### config.mk
export PLATFORM = sky130hd
export DESIGN_NAME = storm_limiter
export DESIGN_NICKNAME = d
export VERILOG_FILES = /design/src/rtl/storm_pkg.sv /design/src/rtl/storm_window.sv /design/src/rtl/storm_qualify.sv /design/src/rtl/storm_meter.sv /design/src/rtl/storm_limiter.sv
export SDC_FILE = /design/constraint.sdc
export NUM_CORES = 1
export LEC_CHECK = 0
export ABC_CLOCK_PERIOD_IN_PS = 4200
export BUFFER_PORTS_ARGS = -buffer_cell sky130_fd_sc_hd__buf_2
export CAP_MARGIN = 20
export CORE_AREA = 2 2 79 81
export DETAILED_ROUTE_END_ITERATION = 6
export DIE_AREA = 0 0 81 83
export SLEW_MARGIN = 30
export SYNTH_ARGS = -nofsm -noshare
export SYNTH_HDL_FRONTEND = slang
export SYNTH_SLANG_ARGS = --single-unit
### constraint.sdc
create_clock -name clk -period 4.2 [get_ports clk]
set_input_delay 0 -clock clk [delete_from_list [all_inputs] [get_ports clk]]
set_output_delay 0 -clock clk [all_outputs]
set_load 0.02 [all_outputs]
### src/rtl/storm_pkg.sv
package storm_pkg;
    localparam int LIMIT_W    = 11;
    localparam int SLOW_RATIO = 10;

    typedef logic [LIMIT_W-1:0] limit_t;

    typedef struct packed {
        logic seen;
        logic drop;
    } verdict_t;
endpackage

### src/rtl/storm_window.sv
module storm_window
    import storm_pkg::*;
#(
    parameter int WIN_FAST = 8_375_000
) (
    input  logic clk,
    input  logic rst_n,
    input  logic speed_fast,
    output logic restart
);
    localparam int WIN_SLOW = WIN_FAST * SLOW_RATIO;
    localparam int TMR_W    = $clog2(WIN_SLOW);

    typedef struct packed {
        logic [TMR_W-1:0] tmr;
    } win_state_t;

    win_state_t state_d, state_q;
    logic [TMR_W-1:0] last_tick;

    always_comb begin
        state_d   = state_q;
        last_tick = speed_fast ? TMR_W'(WIN_FAST - 1) : TMR_W'(WIN_SLOW - 1);
        // >= also covers a change from slow to fast speed in mid-window
        restart   = (state_q.tmr >= last_tick);
        if (restart) begin
            state_d.tmr = '0;
        end else begin
            state_d.tmr = state_q.tmr + 1'b1;
        end
    end

    always_ff @(posedge clk) begin
        if (!rst_n) begin
            state_q <= '0;
        end else begin
            state_q <= state_d;
        end
    end

    assert_tmr_bound_R2: assert property (@(posedge clk) disable iff (!rst_n)
        state_q.tmr <= TMR_W'(WIN_SLOW - 1))
        else $error("window timer beyond slow window length");

    assert_fast_wrap_R1: assert property (@(posedge clk) disable iff (!rst_n)
        (speed_fast && state_q.tmr == TMR_W'(WIN_FAST - 1)) |=> (state_q.tmr == '0))
        else $error("fast window did not wrap at its length");
endmodule

### src/rtl/storm_qualify.sv
module storm_qualify (
    input  logic sof,
    input  logic is_bcast,
    input  logic is_mcast,
    input  logic enable,
    input  logic mcast_incl,
    output logic qualify
);
    logic class_hit;

    always_comb begin
        class_hit = is_bcast | (is_mcast & mcast_incl);
        qualify   = sof & enable & class_hit;
    end
endmodule

### src/rtl/storm_meter.sv
module storm_meter
    import storm_pkg::*;
(
    input  logic     clk,
    input  logic     rst_n,
    input  logic     restart,
    input  logic     qualify,
    input  limit_t   limit,
    output verdict_t verdict
);
    typedef struct packed {
        limit_t   cnt;
        verdict_t vd;
    } meter_state_t;

    meter_state_t state_d, state_q;
    limit_t       base;
    logic         over;

    always_comb begin
        state_d = state_q;
        // a frame on the restart cycle is judged against the fresh window
        base    = restart ? '0 : state_q.cnt;
        over    = (base >= limit);
        state_d.cnt     = base + limit_t'(qualify && !over);
        state_d.vd.seen = qualify;
        state_d.vd.drop = qualify && over;
    end

    always_ff @(posedge clk) begin
        if (!rst_n) begin
            state_q <= '0;
        end else begin
            state_q <= state_d;
        end
    end

    assign verdict = state_q.vd;

    assert_clear_R3: assert property (@(posedge clk) disable iff (!rst_n)
        restart |=> (state_q.cnt <= limit_t'(1)))
        else $error("count not cleared at window start");

    assert_idle_R9: assert property (@(posedge clk) disable iff (!rst_n)
        !qualify |=> (!verdict.seen && !verdict.drop))
        else $error("verdict raised without a qualifying frame");

    assert_drop_hit_R4: assert property (@(posedge clk) disable iff (!rst_n)
        verdict.drop |-> verdict.seen)
        else $error("drop without a qualifying frame");

    assert_hold_R5: assert property (@(posedge clk) disable iff (!rst_n)
        (!qualify && !restart) |=> $stable(state_q.cnt))
        else $error("count moved without a qualifying frame");
endmodule

### src/rtl/storm_limiter.sv
module storm_limiter
    import storm_pkg::*;
#(
    parameter int WIN_FAST = 8_375_000
) (
    input  logic        clk,
    input  logic        rst_n,
    input  logic        frame_sof,
    input  logic        frame_bcast,
    input  logic        frame_mcast,
    input  logic        port_limit_en,
    input  logic        mcast_incl,
    input  logic [10:0] storm_limit,
    input  logic        speed_fast,
    output logic        frame_seen,
    output logic        frame_drop
);
    logic     win_restart;
    logic     qual;
    verdict_t vd;

    storm_window #(.WIN_FAST(WIN_FAST)) u_window (
        .clk        (clk),
        .rst_n      (rst_n),
        .speed_fast (speed_fast),
        .restart    (win_restart)
    );

    storm_qualify u_qualify (
        .sof        (frame_sof),
        .is_bcast   (frame_bcast),
        .is_mcast   (frame_mcast),
        .enable     (port_limit_en),
        .mcast_incl (mcast_incl),
        .qualify    (qual)
    );

    storm_meter u_meter (
        .clk     (clk),
        .rst_n   (rst_n),
        .restart (win_restart),
        .qualify (qual),
        .limit   (storm_limit),
        .verdict (vd)
    );

    assign frame_seen = vd.seen;
    assign frame_drop = vd.drop;

    assert_no_drop_disabled_R5: assert property (@(posedge clk) disable iff (!rst_n)
        (frame_sof && !port_limit_en) |=> !frame_drop)
        else $error("drop on a disabled port");
endmodule

==> flow_metrics.env, run 1 <==
export IMPL_ys_seq_area_frac=0.3099
export IMPL_routed_via_count=1928
export IMPL_grt_overflow=0
export IMPL_synthTopCellsByArea="dfxtp_1 (31%), nor2_4 (12%), ha_1 (11%)"
export IMPL_cts_num_sinks=40
export IMPL_root_buffer="clkbuf_8"
export IMPL_pin_count=21
export IMPL_worst_pin_slew_ps=925.3
export IMPL_grt_pass1_vias=1791
export IMPL_die_area_um2=6723
export IMPL_pre_cts_ws_ps=-16.97
export IMPL_grt_usage=0.1438
export IMPL_dr_pass1_iters=4
export IMPL_cts_tree="yes"
export IMPL_reg2reg_depth=20
export IMPL_drive_above_1_share=0.3648
export IMPL_clock_latency_ps=290
export IMPL_crit_required_ps=4350
export IMPL_drt_iter0_drc=69
export IMPL_drt_total_wl_mm=4.870
export IMPL_start_kind="flop"
export IMPL_antenna_found_initial=0
export IMPL_grt_first_pass_wirelength_mm=7.790
export IMPL_fin_nets=347
export IMPL_drv_slew=0
export IMPL_regToRegSetupSlack_ps=170
export IMPL_critical_path_arrival_ps=4180
export IMPL_dp_cells=368
export IMPL_dpl_hpwl_mm=3.353
export IMPL_crit_type="reg -> reg"
export IMPL_ys_flop_type="dfxtp_1"
export IMPL_crit_path_end_kind="flop"
export IMPL_rows=28
export IMPL_mostFrequentLayoutCells="dfxtp_1 (38), nor2_4 (29), buf_2 (20)"
export IMPL_period_minus_slack_ps=4029
export IMPL_finalCritPeriodShare=0.9593
export IMPL_leakagePower_nw=1.194
export IMPL_cts_path_max_buffers=2
export IMPL_synth_nets=312
export IMPL_ys_warn_count=0
export IMPL_multi_input_area_um2=1848
export IMPL_seqCellArea_um2=803.3
export IMPL_slowest_delay_ps=390
export IMPL_n_fill_cell=532
export IMPL_ir_worst_vdd_uv=217.2
export IMPL_powerDensity_nw_per_um2=230.5
export IMPL_finalWeightedCongestion=0.8046
export IMPL_finalSetupTns_ps=0
export IMPL_max_cap_viol_count=0
export IMPL_timing_hold_ws_ps=30.73
export IMPL_start_util=0.4443
export IMPL_r2r_end="u_meter.state_q[12]"
export IMPL_worst_clock_skew_ps=6.807
export IMPL_htreeDepth=2
export IMPL_fmax_mhz=248.2
export IMPL_synth_distinct_cells=45
export IMPL_layout_commonest_cell="dfxtp_1"
export IMPL_drtAntennaViolNets=0
export IMPL_wire_per_inst_um=12.75
export IMPL_area_growth_pct=20.73
export IMPL_cts_buffers=5
export IMPL_place_area_um2=2756
export IMPL_hp_class="in -> reg"
export IMPL_status="finished clean"
export IMPL_holdPathStages=2
export IMPL_cts_clk_slew_worst_paths_ps=80
export IMPL_ys_ff_latch=40
export IMPL_setup_viol=0
export IMPL_postSynthAreaPerCell_um2=9.534
export IMPL_synth_top_area_cell="dfxtp_1"
export IMPL_timing_rr_start="u_window.state_q[10]"
export IMPL_final_cells=382
export IMPL_synth_edf_count=0
export IMPL_crit_buf_inv=1
export IMPL_fin_area_um2=3119
export IMPL_slew_headroom=0.3832
export IMPL_drcViolationCount=0
export IMPL_cp_max_fo=5
export IMPL_path_delay_family="compound AO/OA/AOI/OAI gates"
export IMPL_min_from="rst_n"
export IMPL_holdPathEnd="u_meter.state_q[3]"
export IMPL_crit_path_top_delay_cell="a2111oi_4"
export IMPL_fin_ws_ps=170.9
export IMPL_grt_max_degree=36
export IMPL_die_y_um=83
export IMPL_vias_per_cell=5.047
export IMPL_synthCells=271
export IMPL_syn_cell_area_um2=2584
export IMPL_hold_violations=0
export IMPL_port_buffers=20
export IMPL_core_um2=5816
export IMPL_ys_async_sr_fraction=0
export IMPL_diodes=0
export IMPL_synth_top_area_frac=0.3099
export IMPL_cp_startpoint="u_window.state_q[10]"
export IMPL_die_w_um=81
export IMPL_path_cells="ha_1, nand4bb_1, nor3_2, a221oi_2, o2bb2ai_4, buf_6, nor2b_2, ha_4, a2111oi_4, o22ai_2, a211oi_2, mux2i_1, nor3_1, ha_2, ha_1, nand2_1, nor2_4, nand3_2, xor2_2, nor2_4"
metal layers:
layer / track usage / part of all wire
met5: 0 / 0
met4: 0.04468 / 0.012
met3: 0.03370 / 0.028
met2: 0.2299 / 0.48
met1: 0.1899 / 0.47
registers in the layout, indices dropped and copies added, names as in the netlist:
signal and flops:
u_window.state_q 27, u_meter.state_q 11, u_meter.verdict 2
worst register-to-register path: cells and delay by family (launching register included):
family / cells / cell delay, ps
multiplexers: 1 / 110
XOR/XNOR: 1 / 180
AO/OA/AOI/OAI: 5 / 1220
AND/OR/NAND/NOR: 8 / 970
flip-flops: 1 / 370
adder cells (fa/ha/maj): 4 / 880
buffers and inverters: 1 / 150
final cells by class:
class	instances	area share
clock buffers	6	0.02647
clock inverters	2	0.003209
inverters	16	0.01925
multi-input cells	208	0.5925
flip-flops and latches	40	0.2575
well taps	75	0.03008
repair buffers	35	0.07100
Yosys cell counts (2+ instances only):
master and number:
xor2_1 22, nor2_1 19, a21oi_1 3, inv_1 16
nor3b_1 2, or2_2 2, xnor2_1 12, nand2b_1 3
nand2_1 18, ha_1 22, nand3_1 18, buf_12 3
nand4_1 8, o21ai_0 4, dfxtp_1 40, nor2_4 28
and4_1 2, nor2b_1 7, buf_2 2, a211oi_1 3
o22ai_1 2, mux2i_1 2, nor3_1 4, and2_1 3
and3_1 5, nor2_2 2
what timing repair did:
item / in CTS / in global routing
gates cloned: 0 / 1
setup buffers: 1 / 2
gates resized for setup: 7 / 32
hold buffers: 2 / 0
endpoints found under the setup margin: 1 / 9
endpoints found under the hold margin: 1 / 0
pin swaps: 6 / 16
stage by stage:
stage	power, W	util
after floorplan	0.0004384	-
after global placement	0.0004487	0.4740
after detailed placement	0.0004492	0.4740
after CTS	0.0007213	0.5004
after global routing	0.0007500	0.5364
final	0.0007191	0.5364
power by group:
group / switching [W] / internal [W]
combinational: 0.0000385 / 0.0000303
sequential: 0.00000410 / 0.000383
clock: 0.000132 / 0.000131
cell families after synthesis:
| logic type | count (synthesis) | share of synthesized area |
|---|---|---|
| AND/OR/NAND/NOR | 131 | 0.3482 |
| buffers and inverters | 23 | 0.05763 |
| AO/OA/AOI/OAI | 19 | 0.05472 |
| flip-flops | 40 | 0.3099 |
| adder cells (fa/ha/maj) | 22 | 0.1065 |
| multiplexers | 2 | 0.007748 |
| XOR/XNOR | 34 | 0.1153 |
worst max-delay path by stage:
stage / cells past startpoint / slack, ps / to
global route: 20 / -30 / u_meter.state_q[12]
CTS: 20 / 20 / u_meter.state_q[12]
floorplan: 21 / 130 / u_meter.state_q[12]
detailed placement: 20 / -20 / u_meter.state_q[12]
global placement: 20 / 90 / u_meter.state_q[12]
finish: 20 / 170 / u_meter.state_q[12]
Note: power is estimated with default switching activity, not from simulation.
==> run 2: changes to the inputs <==
ABC_AREA = 1   (was default)
CORE_AREA = 2 2 80 82   (was 2 2 79 81)
DIE_AREA = 0 0 82 84   (was 0 0 81 83)
==> flow_metrics.env, run 2 <==
export IMPL_start_util=0.4343
export IMPL_syn_cell_area_um2=2648
export IMPL_timing_hold_ws_ps=35.49
export IMPL_synth_top_area_cell="dfxtp_1"
export IMPL_crit_required_ps=4380
export IMPL_die_w_um=82
export IMPL_ys_async_sr_fraction=0
export IMPL_grt_overflow=0
export IMPL_antenna_found_initial=0
export IMPL_routed_via_count=2398
export IMPL_drt_iter0_drc=85
export IMPL_cts_clk_slew_worst_paths_ps=80
export IMPL_drive_above_1_share=0.1463
export IMPL_rsz0062_at_grt="false"
export IMPL_drcViolationCount=0
export IMPL_period_minus_slack_ps=3707
export IMPL_drt_total_wl_mm=5.503
export IMPL_dp_cells=480
export IMPL_slowest_delay_ps=420
export IMPL_cp_max_fo=8
export IMPL_die_y_um=84
export IMPL_top_register="u_window.state_q"
export IMPL_htreeDepth=2
export IMPL_mostFrequentLayoutCells="nand2_1 (82), nor2_1 (55), inv_1 (54)"
export IMPL_finalWeightedCongestion=0.8623
export IMPL_grt_usage=0.1816
export IMPL_die_area_um2=6888
export IMPL_cts_num_sinks=40
export IMPL_port_buffers=20
export IMPL_powerDensity_nw_per_um2=246.3
export IMPL_ys_seq_area_frac=0.3025
export IMPL_regToRegSetupSlack_ps=490
export IMPL_dr_wl_met2_mm=2.632
export IMPL_fin_nets=451
export IMPL_diodes=0
export IMPL_finalSetupTns_ps=0
export IMPL_highest_signal_layer="met4"
export IMPL_dpl_hpwl_mm=4.391
export IMPL_worst_clock_skew_ps=10.39
export IMPL_final_cells=487
export IMPL_met1_length_mm=2.659
export IMPL_synthTopCellsByArea="dfxtp_1 (30%), nand2_1 (12%), ha_1 (10%)"
export IMPL_crit_path_top_delay_cell="dfxtp_1"
export IMPL_crit_path_end_kind="flop"
export IMPL_yosysMostFrequentCell="nand2_1"
export IMPL_core_um2=6096
export IMPL_fmax_mhz=269.7
export IMPL_pre_cts_ws_ps=545.5
export IMPL_rows=29
export IMPL_synth_commonest_cells="nand2_1 (82), nor2_1 (55), inv_1 (54)"
export IMPL_synthCells=388
export IMPL_drv_slew=0
export IMPL_ir_worst_vdd_uv=135.1
export IMPL_ys_warn_count=0
export IMPL_leakagePower_nw=1.307
export IMPL_start_kind="flop"
export IMPL_grt_max_degree=28
export IMPL_ys_ff_latch=40
export IMPL_grt_first_pass_wirelength_mm=10.05
export IMPL_ctsHoldBuffers=0
export IMPL_ys_flop_type="dfxtp_1"
export IMPL_postSynthAreaPerCell_um2=6.824
export IMPL_clock_latency_ps=290
export IMPL_hold_violations=0
export IMPL_layout_commonest_cell="nand2_1"
export IMPL_vias_per_cell=4.924
export IMPL_hp_class="in -> reg"
export IMPL_max_cap_viol_count=0
export IMPL_dr_pass1_iters=4
export IMPL_crit_type="reg -> reg"
export IMPL_cts_resized=0
export IMPL_holdPathStages=3
export IMPL_slew_headroom=0.6383
export IMPL_path_cells="ha_1, a21o_1, nor2_1, nand3_1, nand2_2, nand3_4, nor2_4, ha_1, a21oi_1, o21ai_0, a21oi_1, nand2_1, nand2_1, o21ai_1, nand2_1, nand2_1, nor2_1, ha_1, ha_1, nand3_2, nor2_1, nand2_1, o21ai_0, a21oi_1"
export IMPL_status="finished clean"
export IMPL_postCtsSetupBuffers=0
export IMPL_worst_pin_slew_ps=540.6
export IMPL_setup_viol=0
export IMPL_critical_path_arrival_ps=3880
export IMPL_drtAntennaViolNets=0
export IMPL_n_fill_cell=632
export IMPL_synth_top_area_frac=0.3025
export IMPL_cts_path_max_buffers=2
export IMPL_finalCritPeriodShare=0.8827
export IMPL_area_growth_pct=9.688
export IMPL_root_buffer="clkbuf_8"
export IMPL_cts_buffers=5
export IMPL_reg2reg_depth=24
export IMPL_synth_nets=429
export IMPL_p_total_w=0.0007154
export IMPL_largest_reg_flops=27
export IMPL_wire_per_inst_um=11.30
export IMPL_crit_top_cell="nand2_1"
export IMPL_synth_edf_count=0
export IMPL_pin_count=21
export IMPL_met3WireLength_um=157
export IMPL_cts_tree="yes"
export IMPL_synth_distinct_cells=35
export IMPL_fin_ws_ps=492.8
export IMPL_grt_pass1_vias=2311
[run 2: changes by cell type after synthesis, sizes merged, moves of 8 or more]
| cell | delta |
|---|---|
| nor2b | -8 |
| nor2 | +17 |
| xnor2 | -9 |
| inv | +44 |
| nor3 | +9 |
| a21oi | +23 |
| xor2 | -20 |
| nand2 | +68 |
[run 2: metal layers]
layer  up-vias  track usage
met5         -            0
met4         0      0.06061
met3         4      0.03355
met2        35       0.3001
met1      1067       0.2340
li1       1292            -
[run 2: final timing paths]
| path | start | to |
|---|---|---|
| worst max-delay path | u_window.state_q[10] | u_meter.state_q[10] |
| worst min-delay path | rst_n | u_meter.state_q[2] |
| worst max register to register | u_window.state_q[10] | u_meter.state_q[10] |
| worst min register to register | u_meter.state_q[5] | u_meter.state_q[5] |
[run 2: power breakdown]
group / total, W / internal, W / switching [W]
clock network: 0.000282 / 0.000147 / 0.000136
registers: 0.000385 / 0.000383 / 0.00000221
logic: 0.0000482 / 0.0000195 / 0.0000286
total: 0.000715 / 0.000549 / 0.000167
[run 2: area by class of cell]
class	instances	area, um2	area share
timing repair buffer	20	100.1	0.03447
inverter	60	225.2	0.07755
clock buffer	7	96.34	0.03318
tap	77	96.34	0.03318
multi-input combinational	283	1585	0.5459
sequential	40	800.8	0.2757
[run 2: cells by family after synthesis]
logic type,synth area share
flip-flops,0.3025
AND/OR/NAND/NOR,0.3880
XOR/XNOR,0.01654
buffers and inverters,0.09877
AO/OA/AOI/OAI,0.09026
adder cells (fa/ha/maj),0.1040
[run 2: metrics by stage]
stage	cell area, um2	util
after floorplan	2648	-
after detailed placement	2808	0.4606
final	2904	0.4764
after global placement	2808	0.4606
after CTS	2904	0.4764
after global routing	2904	0.4764
[run 2: critical path, delay by kind of cell (launching register included)]
family | cells | cell delay [ps]
and+or+nand+nor | 13 | 1360
AOI/OAI and AO/OA | 7 | 820
DFF | 1 | 420
adders and majority gates | 4 | 970
